`src/rtl/can_brd_pkg.sv`:
```
package can_brd_pkg;
  // number of bit times between first dominant and fifth recessive edge
  localparam int unsigned FRAME_BITS = 29;
  // recessive bit whose leading edge stops the timer
  localparam int unsigned STOP_REC   = 5;
  // rounding bias for the division
  localparam int unsigned ROUND_BIAS = FRAME_BITS / 2;

  typedef enum logic [1:0] {
    ST_IDLE,
    ST_RUN,
    ST_DIV,
    ST_DONE
  } brd_state_e;
endpackage

```
`src/rtl/brd_sync.sv`:
```
module brd_sync #(
  parameter int unsigned STAGES = 2
) (
  input  logic clk_i,
  input  logic rst_ni,
  input  logic d_i,
  output logic q_o
);
  logic [STAGES-1:0] chain_q;

  always_ff @(posedge clk_i or negedge rst_ni) begin
    if (!rst_ni) chain_q <= '1;
    else         chain_q <= {chain_q[STAGES-2:0], d_i};
  end

  assign q_o = chain_q[STAGES-1];
endmodule

```
`src/rtl/brd_run_timer.sv`:
```
module brd_run_timer #(
  parameter int unsigned CNT_W = 16,
  parameter int unsigned REC_W = 8,
  parameter int unsigned NREC  = 5
) (
  input  logic             clk_i,
  input  logic             rst_ni,
  input  logic             start_i,
  input  logic             run_i,
  input  logic             rx_i,
  input  logic [REC_W-1:0] min_rec_i,
  output logic             hit_o,
  output logic [CNT_W-1:0] meas_o,
  output logic             ovf_o
);
  localparam logic [CNT_W-1:0] CNT_MAX = '1;
  localparam int unsigned      RC_W    = $clog2(NREC + 1);

  logic [CNT_W-1:0] cnt_q, cand_q;
  logic [REC_W-1:0] rlen_q, rlen_d, min_eff;
  logic [RC_W-1:0]  rcnt_q;
  logic             rx_q, rise, qualify;

  assign min_eff = (min_rec_i == '0) ? REC_W'(1) : min_rec_i;
  assign rise    = rx_i & ~rx_q;

  // length of the current recessive run, saturating at the threshold
  always_comb begin
    rlen_d = rlen_q;
    if (!rx_i)                rlen_d = '0;
    else if (rise)            rlen_d = REC_W'(1);
    else if (rlen_q < min_eff) rlen_d = rlen_q + 1'b1;
  end

  assign qualify = run_i & rx_i & (rlen_d == min_eff) & (rise | (rlen_q < min_eff));
  assign meas_o  = rise ? cnt_q : cand_q;
  assign hit_o   = qualify & (rcnt_q == RC_W'(NREC - 1));
  assign ovf_o   = run_i & ~hit_o & (cnt_q == CNT_MAX);

  always_ff @(posedge clk_i or negedge rst_ni) begin
    if (!rst_ni) begin
      rx_q   <= 1'b1;
      rlen_q <= '0;
      cnt_q  <= '0;
      cand_q <= '0;
      rcnt_q <= '0;
    end else begin
      rx_q   <= rx_i;
      rlen_q <= rlen_d;
      if (start_i) begin
        cnt_q  <= CNT_W'(1);
        rcnt_q <= '0;
      end else if (run_i) begin
        cnt_q <= cnt_q + 1'b1;
        if (rise)    cand_q <= cnt_q;
        if (qualify) rcnt_q <= rcnt_q + 1'b1;
      end
    end
  end
endmodule

```
`src/rtl/brd_const_div.sv`:
```
module brd_const_div #(
  parameter int unsigned NUM_W   = 17,
  parameter int unsigned OUT_W   = 16,
  parameter int unsigned DIVISOR = 29
) (
  input  logic             clk_i,
  input  logic             rst_ni,
  input  logic             start_i,
  input  logic [NUM_W-1:0] num_i,
  output logic             done_o,
  output logic [OUT_W-1:0] quo_o
);
  localparam int unsigned      DEN_W = $clog2(DIVISOR);
  localparam int unsigned      IT_W  = $clog2(NUM_W + 1);
  localparam logic [DEN_W:0]   DEN   = (DEN_W + 1)'(DIVISOR);

  logic [DEN_W-1:0] rem_q;
  logic [NUM_W-1:0] quo_q;
  logic [IT_W-1:0]  it_q;
  logic             busy_q, done_q;
  logic [DEN_W:0]   trial, diff;
  logic             take;

  assign trial = {rem_q, quo_q[NUM_W-1]};
  assign diff  = trial - DEN;
  assign take  = (trial >= DEN);

  always_ff @(posedge clk_i or negedge rst_ni) begin
    if (!rst_ni) begin
      rem_q  <= '0;
      quo_q  <= '0;
      it_q   <= '0;
      busy_q <= 1'b0;
      done_q <= 1'b0;
    end else if (start_i) begin
      rem_q  <= '0;
      quo_q  <= num_i;
      it_q   <= IT_W'(NUM_W);
      busy_q <= 1'b1;
      done_q <= 1'b0;
    end else if (busy_q) begin
      rem_q  <= take ? diff[DEN_W-1:0] : trial[DEN_W-1:0];
      quo_q  <= {quo_q[NUM_W-2:0], take};
      it_q   <= it_q - 1'b1;
      busy_q <= (it_q != IT_W'(1));
      done_q <= (it_q == IT_W'(1));
    end else begin
      done_q <= 1'b0;
    end
  end

  assign done_o = done_q;
  assign quo_o  = quo_q[OUT_W-1:0];
endmodule

```
`src/rtl/can_bitrate_detect.sv`:
```
module can_bitrate_detect
  import can_brd_pkg::*;
#(
  parameter int unsigned CNT_W       = 16,
  parameter int unsigned REC_W       = 8,
  parameter int unsigned SYNC_STAGES = 2
) (
  input  logic             clk_i,
  input  logic             rst_ni,
  input  logic             en_i,
  input  logic             rx_i,
  input  logic [REC_W-1:0] min_rec_i,
  output logic [CNT_W-1:0] period_o,
  output logic             done_o,
  output logic             err_o
);
  localparam int unsigned NUM_W = CNT_W + 1;

  brd_state_e       state_q;
  logic             rx_s, start, run, hit, ovf, div_done;
  logic [CNT_W-1:0] meas, quo;
  logic [NUM_W-1:0] num;
  logic [CNT_W-1:0] period_q;
  logic             done_q, err_q;

  brd_sync #(.STAGES(SYNC_STAGES)) u_sync (
    .clk_i (clk_i),
    .rst_ni(rst_ni),
    .d_i   (rx_i),
    .q_o   (rx_s)
  );

  assign start = en_i & (state_q == ST_IDLE) & ~rx_s;
  assign run   = en_i & (state_q == ST_RUN);

  brd_run_timer #(.CNT_W(CNT_W), .REC_W(REC_W), .NREC(STOP_REC)) u_timer (
    .clk_i    (clk_i),
    .rst_ni   (rst_ni),
    .start_i  (start),
    .run_i    (run),
    .rx_i     (rx_s),
    .min_rec_i(min_rec_i),
    .hit_o    (hit),
    .meas_o   (meas),
    .ovf_o    (ovf)
  );

  assign num = {1'b0, meas} + NUM_W'(ROUND_BIAS);

  brd_const_div #(.NUM_W(NUM_W), .OUT_W(CNT_W), .DIVISOR(FRAME_BITS)) u_div (
    .clk_i  (clk_i),
    .rst_ni (rst_ni),
    .start_i(hit),
    .num_i  (num),
    .done_o (div_done),
    .quo_o  (quo)
  );

  always_ff @(posedge clk_i or negedge rst_ni) begin
    if (!rst_ni) begin
      state_q  <= ST_IDLE;
      period_q <= '0;
      done_q   <= 1'b0;
      err_q    <= 1'b0;
    end else begin
      done_q <= 1'b0;
      if (!en_i) begin
        state_q <= ST_IDLE;
        err_q   <= 1'b0;
      end else begin
        unique case (state_q)
          ST_IDLE: if (!rx_s) state_q <= ST_RUN;
          ST_RUN: begin
            if (hit) state_q <= ST_DIV;
            else if (ovf) begin
              err_q   <= 1'b1;
              state_q <= ST_IDLE;
            end
          end
          ST_DIV: if (div_done) begin
            period_q <= quo;
            done_q   <= 1'b1;
            state_q  <= ST_DONE;
          end
          default: state_q <= ST_DONE;
        endcase
      end
    end
  end

  assign period_o = period_q;
  assign done_o   = done_q;
  assign err_o    = err_q;
endmodule

```
`config.mk`:
```
export PLATFORM = sky130hd
export DESIGN_NAME = can_bitrate_detect
export DESIGN_NICKNAME = d
export VERILOG_FILES = /design/src/rtl/can_brd_pkg.sv /design/src/rtl/brd_sync.sv /design/src/rtl/brd_run_timer.sv /design/src/rtl/brd_const_div.sv /design/src/rtl/can_bitrate_detect.sv
export SDC_FILE = /design/constraint.sdc
export NUM_CORES = 1
export LEC_CHECK = 0
export ABC_AREA = 1
export BUFFER_PORTS_ARGS = -buffer_cell sky130_fd_sc_hd__buf_4
export CAP_MARGIN = 20
export CORE_MARGIN = 2
export CORE_UTILIZATION = 60
export DETAILED_ROUTE_END_ITERATION = 12
export GPL_TIMING_DRIVEN = 0
export PLACE_DENSITY_LB_ADDON = 0.12
export SLEW_MARGIN = 20
export SYNTH_ARGS = -nofsm -noshare
export SYNTH_HDL_FRONTEND = slang
export SYNTH_SLANG_ARGS = --single-unit
```
`constraint.sdc`:
```
create_clock -name clk_i -period 2.87 [get_ports clk_i]
set_input_delay 0.287 -clock clk_i [delete_from_list [all_inputs] [get_ports clk_i]]
set_output_delay 0.287 -clock clk_i [all_outputs]
set_load 0.05 [all_outputs]
```
## Word-level counts from Yosys, hierarchy flattened

Index checks and enable logic that the tools add are counted.

| storage, ports and cells | value |
|---|---|
| output and inout bits | 18 |
| memories kept | 0 |
| bits in read-only memories | 0 |
| input port bits | 12 |
| word-level logic and storage cells | 95 |
| bits in latches | 0 |
| register bits after elaboration | 95 |
| RAM bits | 0 |

| operators by class | value |
|---|---|
| multiply operators | 0 |
| $add $sub $neg | 6 |
| mux-type cells | 34 |
| bitwise gates (word level) | 15 |
| magnitude comparators | 2 |
| divide/modulo/power cells | 0 |
| eq/ne operators | 13 |
| shift operators | 0 |
| reduce and logical (&&, ||, !) cells | 10 |

Operators with widths:

| operator | count |
|---|---|
| 2-to-1 mux 16 bit | 3 |
| 2-to-1 mux 17 bit | 2 |
| 2-to-1 mux 8 bit | 4 |
| 2-to-1 mux 5 bit | 5 |
| adder 16 x 4 -> 17 bit, second input constant | 1 |
| adder 16 x 1 -> 16 bit, second input constant | 1 |
| == test 16 bit, second input constant | 1 |
| 2-to-1 mux 1 bit | 11 |
| AND 1 bit | 10 |
| 2-to-1 mux 2 bit | 5 |
| 2-to-1 mux 3 bit | 3 |
| AND reduction 3 bit | 3 |
| adder 8 x 1 -> 8 bit, second input constant | 1 |
| == test 8 bit | 1 |
| zero test 8 bit | 1 |
| < comparator 8 bit | 1 |
| greater-or-equal comparator 6 x 5 -> 1 bit, second input constant | 1 |
| one-hot mux 2 bit (3 select lines) | 1 |
| nonzero test 2 bit | 3 |
| == test 5 x 1 -> 1 bit, second input constant | 1 |
| inequality test 5 x 1 -> 1 bit, second input constant | 1 |
| subtractor 5 x 1 -> 5 bit, second input constant | 1 |
| subtractor 5 bit, second input constant | 1 |
| inequality test 2 x 1 -> 1 bit, second input constant | 2 |
| other kinds (12) | 16 |

## Depth between registers and ports, before layout

Gate-level depths: netlist of the first run.

| logic depth | value |
|---|---|
| word-level depth | 17 |
| mapped depth | 23 |
| depth with buffers taken out | 23 |

## Cells and area by module

Synthesis of the first run repeated with hierarchy kept, for this count alone.

| second synthesis, totals | value |
|---|---|
| cells, all modules | 686 |
| area, all modules | 5489.0 µm² |

Modules (own cells, without submodules):

| module | cells an instance | seq. area each (µm²) | area each (µm²) | instances |
|---|---|---|---|---|
| brd_run_timer | 347 | 1102.3 | 2740.1 | 1 |
| brd_const_div | 172 | 725.7 | 1542.7 | 1 |
| can_bitrate_detect | 165 | 500.5 | 1153.6 | 1 |
| brd_sync | 2 | 52.6 | 52.6 | 1 |

## Worst setup path before layout of the first run

Ideal clock, no wire load.

| path | value |
|---|---|
| path kind | reg2reg |
| start | register u_timer.rlen_q[7] |
| end | register u_div.quo_q[4] |
| slack | 0.392 ns |
| buffers on the path | 2 |
| required time | 2.745 ns |
| period minus slack after synthesis | 2.478 ns |
| library setup time | 0.125 ns |
| stages on the path, launching flop included | 20 |
| data arrival time | 2.353 ns |
| path through | dfrtp_1 -> ha_1 -> nand2_1 -> or2_2 -> nand2_1 -> inv_1 -> nand2_2 -> nand2_1 -> nand2_1 -> nand2_1 -> nand2_1 -> nand2_1 -> nor2_1 -> nand2_1 -> nor2_4 -> nand3_2 -> buf_6 -> buf_6 -> nand3_1 -> nand3_1 |

| on the way | value |
|---|---|
| word-level cells in the longest chain between the ends | 9 |
| elaborated cells on any way between the ends | 12 |
| classes of those cells | add/sub (1); order compare (1); eq/ne (1); mux (4); bitwise (4); reduce/logical (1) |

Ends and longest elaborated chain:

| item | RTL line | RTL |
|---|---|---|
| from (decl) | brd_run_timer.sv:20 | `logic [REC_W-1:0] rlen_q, rlen_d, min_eff;` |
| from (signal assigned) | brd_run_timer.sv:49 | `rlen_q <= rlen_d;` |
| adder 8 x 1 -> 8 bit or < comparator 8 bit (tied branches) | brd_run_timer.sv:32, brd_run_timer.sv:35 |  |
| 2-to-1 mux 8 bit | brd_run_timer.sv:32 | `else if (rlen_q < min_eff) rlen_d = rlen_q + 1'b1;` |
| 2-to-1 mux 8 bit | brd_run_timer.sv:31 | `else if (rise) rlen_d = REC_W'(1);` |
| 2-to-1 mux 8 bit | brd_run_timer.sv:30 | `if (!rx_i) rlen_d = '0;` |
| == test 8 bit | brd_run_timer.sv:35 | `assign qualify = run_i & rx_i & (rlen_d == min_eff) & (rise \| (rlen_q < min_eff));` |
| AND 1 bit | brd_run_timer.sv:35 |  |
| AND 1 bit * | brd_run_timer.sv:35 |  |
| AND 1 bit * | brd_run_timer.sv:37 | `assign hit_o = qualify & (rcnt_q == RC_W'(NREC - 1));` |
| 2-to-1 mux 17 bit or nonzero test 2 bit (tied branches) | - |  |
| to (signal assigned) | brd_const_div.sv:37 | `quo_q <= num_i;` |
| to (signal assigned) | brd_const_div.sv:43 | `quo_q <= {quo_q[NUM_W-2:0], take};` |
| to (decl) | brd_const_div.sv:18 | `logic [NUM_W-1:0] quo_q;` |

Mark *: on every way between the ends. The rest lies on a longest branch, timed or not.
A chain may end at the register's enable or synchronous reset.

## Final worst setup path of the first run

| path | value |
|---|---|
| start | register u_sync.chain_q[1] |
| end | register u_div.quo_q[16] |

| on the way | value |
|---|---|
| word-level cells in the longest chain between the ends | 8 |
| elaborated cells on any way between the ends | 13 |
| classes of those cells | add/sub (1); eq/ne (1); mux (4); bitwise (6); reduce/logical (1) |

Ends and longest elaborated chain:

| item | RTL line | RTL |
|---|---|---|
| from (decl) | brd_sync.sv:9 | `logic [STAGES-1:0] chain_q;` |
| from (signal assigned) | brd_sync.sv:13 | `else chain_q <= {chain_q[STAGES-2:0], d_i};` |
| parallel branches: the longest is 8 deep, another holds adder 16 x 4 -> 17 bit | - |  |

Several ways; the timed one is not identified.

==> results of run 1 <==
==> synthesized netlist by cell type (all sizes together) <==
cell type | count | area share [%]
a31oi | 2 | 0.24
a21oi | 25 | 2.5
nor4 | 5 | 0.59
nor2 | 47 | 3.7
xnor2 | 6 | 1.0
o22ai | 1 | 0.12
and3 | 1 | 0.12
nor3 | 15 | 1.8
buf | 11 | 1.6
dfstp | 3 | 1.5
clkinv | 2 | 0.14
ha | 16 | 3.8
a2bb2oi | 1 | 0.17
o211ai | 1 | 0.14
nand4 | 8 | 0.95
o21ai | 43 | 4.1
o31ai | 1 | 0.14
nand3 | 90 | 8.8
nand3b | 4 | 0.57
o2bb2ai | 1 | 0.17
clkbuf | 11 | 0.79
xor2 | 17 | 2.8
inv | 90 | 6.4
dfrtp | 92 | 44
or2 | 2 | 0.24
o21a | 1 | 0.14
nand2 | 188 | 14
o221ai | 1 | 0.17
==> flip-flops by register name (all words and copies together), names as in the netlist, 3 cells and up <==
| signal | count |
|---|---|
| u_timer.rlen_q | 8 |
| u_timer.rcnt_q | 3 |
| u_timer.cnt_q | 16 |
| u_div.it_q | 5 |
| u_div.quo_q | 17 |
| u_div.rem_q | 5 |
| period_o | 16 |
| u_timer.cand_q | 16 |
==> per-layer routing <==
metal	vias to the layer above	track usage, %
met1	2201	35.1
met2	136	42.0
li1	2306	-
met4	0	8.33
met5	-	0
met3	23	4.10
==> metrics by stage <==
step / instances / util (%) / setup slack (ns) / total power (uW) / hold slack (ns)
after CTS: 838 / 68.1 / 0.00740 / 3150 / 0.0180
after global routing: 847 / 70.4 / -0.0881 / 3380 / 0.0128
after detailed placement: 822 / 65.3 / -0.125 / 2160 / 0.349
after global placement: 822 / 65.3 / 0.0246 / 2110 / 0.346
final: 847 / 70.4 / 0.0762 / 3220 / -0.0257
after floorplan: 685 / - / 0.392 / 1980 / -0.00859
==> worst paths after layout <==
kind | slack [ns] | cells after the start | end | from
max | 0.08 | 16 | u_div.quo_q[16]$_DFFE_PN0P_ | u_sync.chain_q[1]$_DFF_PN1_
min | -0.03 | 1 | u_div.rem_q[0]$_DFFE_PN0P_ | rst_ni
max reg2reg | 0.08 | 16 | u_div.quo_q[16]$_DFFE_PN0P_ | u_sync.chain_q[1]$_DFF_PN1_
min reg2reg | 0.36 | 0 | u_sync.chain_q[1]$_DFF_PN1_ | u_sync.chain_q[0]$_DFF_PN1_
max in group asynchronous | 2.28 | 1 | u_timer.rlen_q[0]$_DFF_PN0_ | rst_ni
min in group clk_i | 0.03 | 1 | u_sync.chain_q[0]$_DFF_PN1_ | rx_i
==> what timing repair did <==
item | in CTS | in global routing
resized for setup | 2 | 35
endpoints found under the setup margin | 1 | 36
buffers inserted | 0 | 10
pin swaps | 0 | 13
==> kinds of logic (layout without fill, tap and decap cells) <==
group                      Yosys count  in the layout  synth area share, %
AOI/OAI and AO/OA                   77             77                 7.83
xor gates and xnor gates            23             23                 3.83
adders and majority gates           16             16                 3.81
buffers and inverters              114            168                 8.97
DFF                                 95             95                 45.3
and+or+nand+nor                    360            360                 30.3
==> final cells by class <==
type / instances / area, sq um
buffer: 21 / 126
clock buffer: 10 / 128
clock inverter: 6 / 93.8
fill: 690 / 2550
inverter: 92 / 345
multi-input combinational: 476 / 2540
sequential: 95 / 2380
tap: 108 / 135
timing repair buffer: 39 / 297
==> power groups by stage <==
stage / sequential [uW] / clock, uW / combinational [uW]
3_5_place_dp: 1570 / 0 / 582
4_1_cts: 1550 / 1010 / 587
3_3_place_gp: 1560 / 0 / 552
5_1_grt: 1570 / 1060 / 762
6_report: 1550 / 997 / 674
2_1_floorplan: 1550 / 0 / 432
==> summary.md, run 1 <==
| Metric | Value |
|---|---|
| Crit-path max FO | `10` |
| Int Power | `approximately 2200 uW` |
| Setup TNS | `0 ns` |
| Detail Route Antenna Nets | `0` |
| Core area | `between 8000 and 9000 sq um` |
| Critical path's slowest cell | `dfstp_2` |
| RSZ-0062 raised after global routing | `yes` |
| Syn Inst Count | `~700` |
| WL/cell | `~14 um` |
| TritonCTS clock tree | `yes` |
| Via-to-Cell Ratio | `~5.5` |
| Metal-1 WL | `around 5400 um` |
| Num ports | `30` |
| Clock root buffer master | `clkbuf_8` |
| ANT cells | `0` |
| Rows | `34` |
| Proportion of layout cells with a drive suffix above 1 | `13.8%` |
| Max Used Layer | `met4` |
| Synthesis Warnings | `0` |
| Met3 wire length | `560 um` |
| Slowest stage delay, CP | `0.57 ns` |
| First-pass GRT wire length | `about 20000 um` |
| Startpoint types | `flip-flop` |
| GRT Total Usage | `between 20% and 30%` |
| Total CTS buffers | `9` |
| PwrDens | `533 nW/um^2` |
| Clock transition at the registers of the reported paths | `around 0.10 ns` |
| NetSw | `1020 uW` |
| # clock sinks | `95` |
| Gate power share | `20.9%` |
| Overflow after GRT | `0` |
| Die area | `around 9500 sq um` |
| Area grow syn2layout | `15.0%` |
| 1st-pass router iterations | `5` |
| Worst path arrival time | `between 3 and 4 ns` |
| Failing checks | `negative hold slack` |
| VDD IR max | `roughly 290 uV` |
| Syn Area/Cell | `approximately 7.7 sq um` |
| Met2 wire length | `5880 um` |
| Final Hold Fails | `7` |
| Final Cycle Share | `between 90 and 100%` |
| Pin count of the biggest net entering global routing | `96` |
| Initial Util | `61.2%` |
| Critical Path End Type | `flip-flop` |
| Fin nets | `~760` |
| Die Wd | `approximately 100 um` |
| Clock Power Share | `between 30% and 40%` |
| Worst skew pair latency | `0.37 ns` |
| Worst hold margin | `-0.0257 ns` |
| Switching Share | `between 30% and 40%` |
| Share of the yosys chip area belonging to registers | `a little under half` |
| Final instance area | `between 6000 and 7000 sq um` |
| Leak Pwr | `approximately 0.0031 uW` |
| Worst Tran Pin Value | `about 0.86 ns` |
| Synth cell types | `39` |
| Die span in y | `97.6 um` |
| CP delay by family, top | `simple AND/OR/NAND/NOR gates` |
| Final Slew Violations | `0` |
| Final Critical Period | `between 2 and 3 ns` |
| Slew margin rel. | `a little over two fifths` |
| Critical path cell sequence | `inv_1, or2_4, buf_6, nand2_1, o21ai_2, clkinv_1, nand3_2, nor2_2, nand2_2, nor3_4, inv_2, nor2_4, nand3_4, nor4_4, nand3_1, nand3_1` |
| DR iter-0 viols | `about 280` |
| Final Setup Violations | `0` |
| Most common cell after layout, fill and taps aside | `nand2_1` |
| Status | `complete, but fails checks` |
| Placed Area | `between 5000 and 6000 sq um` |
| PortBufs | `29` |
| Antenna violations before repair | `0` |
| Hold buffer count at CTS | `0` |
| RePlAce Congestion | `~0.91` |
| Sequential share of power | `between 40% and 50%` |
| Clock Skews | `approximately 0.013 ns` |
| Data required, critical path | `approximately 3.2 ns` |
| Fmax | `between 300 and 400 MHz` |
| Commonest cells after routing, fill and taps aside | `nand2_1, dfrtp_1, inv_1` |
| Dpl hpwl | `about 8400 um` |
| Synthesized area | `around 5300 sq um` |
| #FFs+latches synth | `95` |
| Critical path class | `reg2reg` |
| Total wire length | `12100 um` |
| Buffers plus inverters on the worst setup path | `4` |
| # H-tree levels | `3` |
| Max Cap Viol | `0` |
| Vias | `roughly 4700` |
| Drc violations | `0` |
| Syn_nets | `between 700 and 800` |
| Vias in the first global route | `~4400` |
| CTS Buffer Depth | `2` |
| Worst hold path class | `in2async` |
| Cell mode on critical path | `nand3_1` |
Power figures use the tool's default switching activity.
==> run 2, diff against run 1 <==
SETUP_SLACK_MARGIN = 0.15   (was not set)
==> run 2 against run 1 <==
Effect of this change:
- the run still ends with negative hold slack left
- global-route usage rose by 0.26 points
- setup slack better by 0.042 ns
- hold slack got worse by 0.010 ns
- first-iteration DRC count increased by 4.6%
- power increased by 1.6%
- combinational power increased by 4.7%
- maximum frequency grew 1.5%
- count of clock-buffer cells in the layout unchanged
- sequential power about the same
- highest routed layer unchanged
==> summary.md, run 2 (synthesis results as in run 1) <==
| Metric | Value |
|---|---|
| Status | `complete, but fails checks (unchanged)` |
| Failing checks | `negative hold slack (unchanged)` |
| Die span in y | `97.6 um (unchanged)` |
| Final Critical Period | `2.75 ns (was 2.79 ns)` |
| Startpoint types | `flip-flop (unchanged)` |
| Met1 Track Usage GR | `35.6% (was 35.1%)` |
| Clock Skews | `0.0157 ns (was 0.0129 ns)` |
| Reg with most FFs | `u_div.quo_q (unchanged)` |
| Worst skew pair latency | `0.38 ns (was 0.37 ns)` |
| RePlAce Congestion | `0.914 (unchanged)` |
| GR peak layer | `met2 (unchanged)` |
| First-pass GRT wire length | `20300 um (was 20100 um)` |
| Fmax | `363 MHz (was 358 MHz)` |
| # H-tree levels | `3 (unchanged)` |
| Total wire length | `13300 um (was 12100 um)` |
| Worst Tran Pin Value | `0.878 ns (was 0.863 ns)` |
| Worst path arrival time | `3.05 ns (was 3.09 ns)` |
| # clock sinks | `95 (unchanged)` |
| Detail Route Antenna Nets | `0 (unchanged)` |
| ANT cells | `0 (unchanged)` |
| Max Cap Viol | `0 (unchanged)` |
| Most common cell after layout, fill and taps aside | `nand2_1 (unchanged)` |
| Dpl cells | `822 (unchanged)` |
| Worst hold path class | `in2async (unchanged)` |
| Layout Cells excl Fill | `868 (was 847)` |
| Core area | `8590 sq um (unchanged)` |
| VDD IR max | `294 uV (was 292 uV)` |
| Final Setup Violations | `0 (unchanged)` |
| Commonest cells after routing, fill and taps aside | `nand2_1, dfrtp_1, inv_1 (unchanged)` |
| Via-to-Cell Ratio | `5.62 (was 5.51)` |
| Slew margin rel. | `41.5% (was 42.5%)` |
| Critical path cell sequence | `inv_2, or2_1, buf_6, buf_6, nand2_1, o21ai_2, clkinv_1, nand3_2, nor2_1, nand2_2, nor3_4, inv_2, nor2_4, nand3_2, nor4_4, nand3_1, nand3_1 (was inv_1, or2_4, buf_6, nand2_1, o21ai_2, clkinv_1, nand3_2, nor2_2, nand2_2, nor3_4, inv_2, nor2_4, nand3_4, nor4_4, nand3_1, nand3_1)` |
| Rows | `34 (unchanged)` |
| Setup TNS | `0 ns (unchanged)` |
| Drc violations | `0 (unchanged)` |
| Vias | `4878 (was 4666)` |
| RSZ-0062 raised after global routing | `yes (unchanged)` |
| WL/cell | `15.3 um (was 14.3 um)` |
| Area grow syn2layout | `23.9% (was 15.0%)` |
| Total CTS buffers | `9 (unchanged)` |
| Die area | `9530 sq um (unchanged)` |
| Fin nets | `783 (was 762)` |
| Slowest stage delay, CP | `0.56 ns (was 0.57 ns)` |
| GRT Total Usage | `25.9% (was 25.6%)` |
| Dpl hpwl | `8440 um (unchanged)` |
| Initial Util | `61.2% (unchanged)` |
| PortBufs | `29 (unchanged)` |
| Pin count of the biggest net entering global routing | `96 (unchanged)` |
| Critical path's slowest cell | `dfstp_2 (unchanged)` |
| Num ports | `30 (unchanged)` |
| 1st-pass router iterations | `5 (unchanged)` |
| Overflow after GRT | `0 (unchanged)` |
| PwrDens | `503 nW/um^2 (was 533 nW/um^2)` |
| Critical Path End Type | `flip-flop (unchanged)` |
| Final Slew Violations | `0 (unchanged)` |
| Worst hold margin | `-0.0358 ns (was -0.0257 ns)` |
| Clock root buffer master | `clkbuf_8 (unchanged)` |
| Final Cycle Share | `95.9% (was 97.3%)` |
| Crit-path max FO | `10 (unchanged)` |
| DR iter-0 viols | `295 (was 282)` |
| Clock transition at the registers of the reported paths | `0.11 ns (was 0.10 ns)` |
| Antenna violations before repair | `0 (unchanged)` |
| TritonCTS clock tree | `yes (unchanged)` |
| Max FFs per register | `17 (unchanged)` |
| Met3 GRT Util | `4.10% (unchanged)` |
| Vias in the first global route | `4422 (was 4381)` |
| Die Wd | `97.6 um (unchanged)` |
| Hold buffer count at CTS | `0 (unchanged)` |
| Data required, critical path | `3.17 ns (about the same)` |
| Leak Pwr | `0.00328 uW (was 0.00307 uW)` |
| Proportion of layout cells with a drive suffix above 1 | `21.6% (was 13.8%)` |
| CTS Buffer Depth | `2 (unchanged)` |
| Global-route met2 utilization | `42.4% (was 42.0%)` |
| Critical path class | `reg2reg (unchanged)` |
| Final Hold Fails | `19 (was 7)` |
run 2: cell types whose count changed in the layout (fill, tap and decap cells not counted), sizes merged:
cell / previous run / this run
clkbuf: 21 / 24
buf: 49 / 67
run 2: path summary, 6_finish.rpt:
check | from | end | slack (ns) | cells after the start
hold reg to reg | u_sync.chain_q[0]$_DFF_PN1_ | u_sync.chain_q[1]$_DFF_PN1_ | 0.36 | 0
setup / recovery | u_sync.chain_q[1]$_DFF_PN1_ | u_div.quo_q[16]$_DFFE_PN0P_ | 0.12 | 17
max in group asynchronous | rst_ni | u_timer.cand_q[1]$_DFFE_PN0P_ | 2.28 | 1
setup reg to reg | u_sync.chain_q[1]$_DFF_PN1_ | u_div.quo_q[16]$_DFFE_PN0P_ | 0.12 | 17
min in group clk_i | rx_i | u_sync.chain_q[0]$_DFF_PN1_ | 0.01 | 1
hold / removal | rst_ni | u_div.rem_q[1]$_DFFE_PN0P_ | -0.04 | 1
run 2: stage by stage:
step	instance area [sq um]	util, %	total power (uW)	worst slack [ns]	hold slack, ns
2_1_floorplan	5260	-	1980	0.392	-0.00859
3_3_place_gp	5610	65.3	2110	0.0246	0.346
3_5_place_dp	5620	65.3	2160	-0.125	0.349
4_1_cts	5920	68.9	3180	0.125	0.0180
5_1_grt	6520	75.8	3430	-0.0676	0.0132
6_report	6520	75.8	3280	0.119	-0.0358
run 2: critical path, delay by kind of cell (launching register included):
kind                   cells  cell delay (ns)
AOI/OAI and AO/OA          1             0.10
buffers and inverters      5             0.46
DFF                        1             0.56
and+or+nand+nor           11             1.56
run 2: layer usage:
layer | part of all wire [%] | up-vias
li1 | - | 2354
met1 | 43 | 2343
met2 | 51 | 148
met4 | 2.5 | 0
met5 | 0 | -
met3 | 3.9 | 33
run 2: area by class of cell:
class | count | area [sq um]
multi-input combinational | 476 | 2770
clock buffer | 10 | 128
clock inverter | 6 | 93.8
fill | 602 | 2080
buffer | 22 | 161
timing repair buffer | 59 | 492
inverter | 92 | 353
tap | 108 | 135
sequential | 95 | 2380
run 2: repair_timing:
action / 4_1_cts / 5_1_grt
cloned: 0 / 5
pin swaps: 6 / 35
setup buffers: 4 / 21
gates resized for setup: 12 / 101
endpoints found under the setup margin: 27 / 40
run 2: report_power, final:
group,total (uW),leakage (uW),switching [uW],internal (uW)
clock network,1010,0.000112,511,499
logic,706,0.00188,450,256
registers,1560,0.00128,90.6,1470
==> run 3, diff against run 2 <==
SYNTH_HIERARCHICAL = 1   (was not set)
==> run 3 against run 2 <==
Effect of this change:
- the run ends with negative hold slack, negative setup slack left
- utilization up 1.8 points
- setup slack worse by 0.26 ns
- critical path depth up 5
- largest cell class unchanged
- sequential cell count unchanged
- non-clock buffer count up 32
- maximum frequency down 8.7%
- count of clock-buffer cells in the layout down 1
- global-route usage up 1.1 points
- combinational power up 11%
- critical endpoint is now u_div/quo_q[4]$_DFFE_PN0P_
- power down 2.5%
==> summary.md, run 3 <==
| Metric | Value |
|---|---|
| Final Critical Period | `3.01 ns (was 2.75 ns)` |
| Most common cell after layout, fill and taps aside | `nand2_1 (unchanged)` |
| Fill count | `563 (was 602)` |
| WL/cell | `16.8 um (was 15.3 um)` |
| Asr flop ratio synth | `100% (unchanged)` |
| Detail Route Antenna Nets | `0 (unchanged)` |
| Worst hold margin | `-0.0171 ns (was -0.0358 ns)` |
| Total CTS buffers | `9 (unchanged)` |
| Die area | `9930 sq um (was 9530 sq um)` |
| Final Setup Violations | `25 (was 0)` |
| TritonCTS clock tree | `yes (unchanged)` |
| Num ports | `30 (unchanged)` |
| Share of the yosys chip area belonging to registers | `43.4% (was 45.3%)` |
| Die span in y | `99.6 um (was 97.6 um)` |
| Syn Inst Count | `686 (was 685)` |
| Worst path arrival time | `3.24 ns (was 3.05 ns)` |
| Global-route met2 utilization | `46.4% (was 42.4%)` |
| Biggest area consumer among synthesized cells | `dfrtp_1 (unchanged)` |
| Total wire length | `15000 um (was 13300 um)` |
| Via-to-Cell Ratio | `5.76 (was 5.62)` |
| Synthesis Warnings | `6 (was 0)` |
| Clock Power Share | `27.0% (was 30.9%)` |
| Layout Cells excl Fill | `891 (was 868)` |
| PwrDens | `467 nW/um^2 (was 503 nW/um^2)` |
| Most frequent cell after synthesis | `nand2_1 (unchanged)` |
| # H-tree levels | `3 (unchanged)` |
| Pin count of the biggest net entering global routing | `96 (unchanged)` |
| Area grow syn2layout | `24.5% (was 23.9%)` |
| Synth cell types | `45 (was 39)` |
| Clock Skews | `0.0140 ns (was 0.0157 ns)` |
| PortBufs | `29 (unchanged)` |
| Startpoint types | `flip-flop (unchanged)` |
| Worst hold path class | `in2async (unchanged)` |
| Critical Path End Type | `flip-flop (unchanged)` |
| Syn_nets | `714 (was 713)` |
| RePlAce Congestion | `0.891 (was 0.914)` |
| Initial Util | `62.3% (was 61.2%)` |
| Max FFs per register | `17 (unchanged)` |
| DR iter-0 viols | `281 (was 295)` |
| Core area | `8810 sq um (was 8590 sq um)` |
| GRT Total Usage | `27.0% (was 25.9%)` |
| Met1 Track Usage GR | `34.2% (was 35.6%)` |
| VDD IR max | `350 uV (was 294 uV)` |
| Failing checks | `negative hold slack, negative setup slack (was negative hold slack)` |
| Reg with most FFs | `u_div/quo_q (was u_div.quo_q)` |
| #FFs+latches synth | `95 (unchanged)` |
| Final Hold Fails | `2 (was 19)` |
| Int Power | `2070 uW (was 2220 uW)` |
| Clock transition at the registers of the reported paths | `0.11 ns (about the same)` |
| RSZ-0062 raised after global routing | `yes (unchanged)` |
| ANT cells | `0 (unchanged)` |
| Syn Area/Cell | `8.00 sq um (was 7.68 sq um)` |
| CP delay by family, top | `simple AND/OR/NAND/NOR gates (unchanged)` |
| # clock sinks | `95 (unchanged)` |
| Critical path class | `reg2reg (unchanged)` |
| Buffers plus inverters on the worst setup path | `8 (was 5)` |
| Leak Pwr | `0.00350 uW (was 0.00328 uW)` |
| Status | `complete, but fails checks (unchanged)` |
| Commonest cells after routing, fill and taps aside | `nand2_1, inv_1, dfrtp_1 (was nand2_1, dfrtp_1, inv_1)` |
| Top_reg_cell synth | `dfrtp_1 (unchanged)` |
| Met3 GRT Util | `5.06% (was 4.10%)` |
| Slew margin rel. | `43.2% (was 41.5%)` |
| EDFF count, synth | `0 (unchanged)` |
| Worst skew pair latency | `0.37 ns (was 0.38 ns)` |
| Die Wd | `99.6 um (was 97.6 um)` |
| Max Cap Viol | `0 (unchanged)` |
| First-pass GRT wire length | `21700 um (was 20300 um)` |
| 1st-pass router iterations | `5 (unchanged)` |
| Synthesized area | `5490 sq um (was 5260 sq um)` |
| Dpl ws | `-0.346 ns (was -0.125 ns)` |
| Vias in the first global route | `4891 (was 4422)` |
| Critical path's slowest cell | `dfrtp_1 (was dfstp_2)` |
| CTS Buffer Depth | `2 (unchanged)` |
| Final Slew Violations | `0 (unchanged)` |
| Top post-synthesis cells by area | `dfrtp_1, nand2_1, inv_1 (was dfrtp_1, nand2_1, nand3_1)` |
| Cell mode on critical path | `nand2_1` |
| Worst Tran Pin Value | `0.852 ns (was 0.878 ns)` |
| Fin nets | `806 (was 783)` |
| Critical path cell sequence | `inv_2, nand2_1, nand2_1, nand2_1, nand2_1, nand2_1, nand2_4, nand2_8, buf_4, a21oi_1, nand2_1, inv_2, nand2_2, nor2_4, nand3b_4, inv_2, buf_6, inv_8, nand2_8, buf_4, buf_8, o221ai_1 (was inv_2, or2_1, buf_6, buf_6, nand2_1, o21ai_2, clkinv_1, nand3_2, nor2_1, nand2_2, nor3_4, inv_2, nor2_4, nand3_2, nor4_4, nand3_1, nand3_1)` |
| NetSw | `1120 uW (was 1050 uW)` |
| Sequential share of power | `48.4% (was 47.6%)` |
| Overflow after GRT | `0 (unchanged)` |
| Rows | `34 (unchanged)` |
| Switching Share | `35.1% (was 32.1%)` |
| Dpl cells | `823 (was 822)` |
| Gate power share | `24.6% (was 21.6%)` |
| Data required, critical path | `3.09 ns (was 3.17 ns)` |
| Top-area cell type share of the netlist area | `41.9% (was 43.8%)` |
| Vias | `5133 (was 4878)` |
| Proportion of layout cells with a drive suffix above 1 | `28.9% (was 21.6%)` |
| Dpl hpwl | `8310 um (was 8440 um)` |
| Top cells by count, synth | `nand2_1, inv_1, dfrtp_1, nor2_1, nand3_1 (was nand2_1, dfrtp_1, inv_1, nand3_1, nor2_1)` |
| Clock root buffer master | `clkbuf_8 (unchanged)` |
| Final core area utilization | `77.6% (was 75.8%)` |
| Antenna violations before repair | `0 (unchanged)` |
| Fmax | `332 MHz (was 363 MHz)` |
| Slowest stage delay, CP | `0.46 ns (was 0.56 ns)` |
| Crit-path max FO | `7 (was 10)` |
| Setup WS post-layout | `-0.144 ns (was 0.119 ns)` |
| Drc violations | `0 (unchanged)` |
| GR peak layer | `met2 (unchanged)` |
| Final Cycle Share | `105% (was 95.9%)` |
## run 3: changes by cell type after synthesis, sizes merged, moves of 12 or more
| cell | change |
|---|---|
| nand3 | -49 |
| nand2 | +24 |
| inv | +16 |
| buf | +15 |
| mux2 | +14 |
| o221ai | +12 |
## run 3: final cells by class
type	count	area [sq um]	area share, %
Multi-Input combinational cell	452	2750	40.3
Tap cell	108	135	1.98
Timing Repair Buffer	81	708	10.4
Inverter	107	422	6.17
Clock inverter	7	65.1	0.952
Buffer	32	246	3.61
Sequential cell	95	2380	34.8
Clock buffer	9	124	1.81
## run 3: path summary, 6_finish.rpt
path / start / endpoint / slack (ns) / cells after the start
worst min register to register: u_sync/chain_q[0]$_DFF_PN1_ / u_sync/chain_q[1]$_DFF_PN1_ / 0.36 / 0
min in group clk_i: en_i / state_q[0]$_DFFE_PN0P_ / 0.29 / 3
worst max-delay path: u_timer/rlen_q[0]$_DFF_PN0_ / u_div/quo_q[4]$_DFFE_PN0P_ / -0.14 / 22
worst min-delay path: rst_ni / u_timer/rlen_q[3]$_DFF_PN0_ / -0.02 / 1
worst max register to register: u_timer/rlen_q[0]$_DFF_PN0_ / u_div/quo_q[4]$_DFFE_PN0P_ / -0.14 / 22
max in group asynchronous: rst_ni / u_timer/rlen_q[2]$_DFF_PN0_ / 2.28 / 1
## run 3: repair_timing
item	in CTS	in global routing
hold endpoints to repair	0	1
gates resized for setup	39	78
pin swaps	17	24
buffers inserted	37	10
setup endpoints to repair	32	34
hold buffers	0	1
cloned	1	3
## run 3: metrics by stage
stage | TNS [ns] | instance area [sq um] | total power, uW
2_1_floorplan | 0 | 5490 | 2050
3_3_place_gp | -5.36 | 5840 | 2200
3_5_place_dp | -8.07 | 5850 | 2240
4_1_cts | 0 | 6480 | 3120
5_1_grt | -7.52 | 6840 | 3360
6_report | -1.81 | 6840 | 3200
## run 3: metal layers
layer | part of all wire (%) | vias to the layer above
li1 | - | 2379
met1 | 39 | 2466
met2 | 50 | 212
met3 | 6.5 | 76
met4 | 4.7 | 0
met5 | 0 | -
## run 3: power groups by stage
stage | Clock (uW) | Combinational [uW] | Sequential [uW]
CTS | 876 | 710 | 1540
floorplan | 0 | 507 | 1540
global route | 926 | 878 | 1560
global placement | 0 | 651 | 1550
detailed placement | 0 | 677 | 1560
finish | 862 | 787 | 1550
## run 3: logic make-up after synthesis
| family | after synthesis | synth area share [%] |
|---|---|---|
| simple gates | 328 | 27.7 |
| fa+ha+maj | 16 | 3.65 |
| compound gates | 83 | 9.23 |
| mux | 14 | 2.87 |
| buf+inv | 139 | 11.4 |
| xor+xnor | 11 | 1.76 |
| flops | 95 | 43.4 |
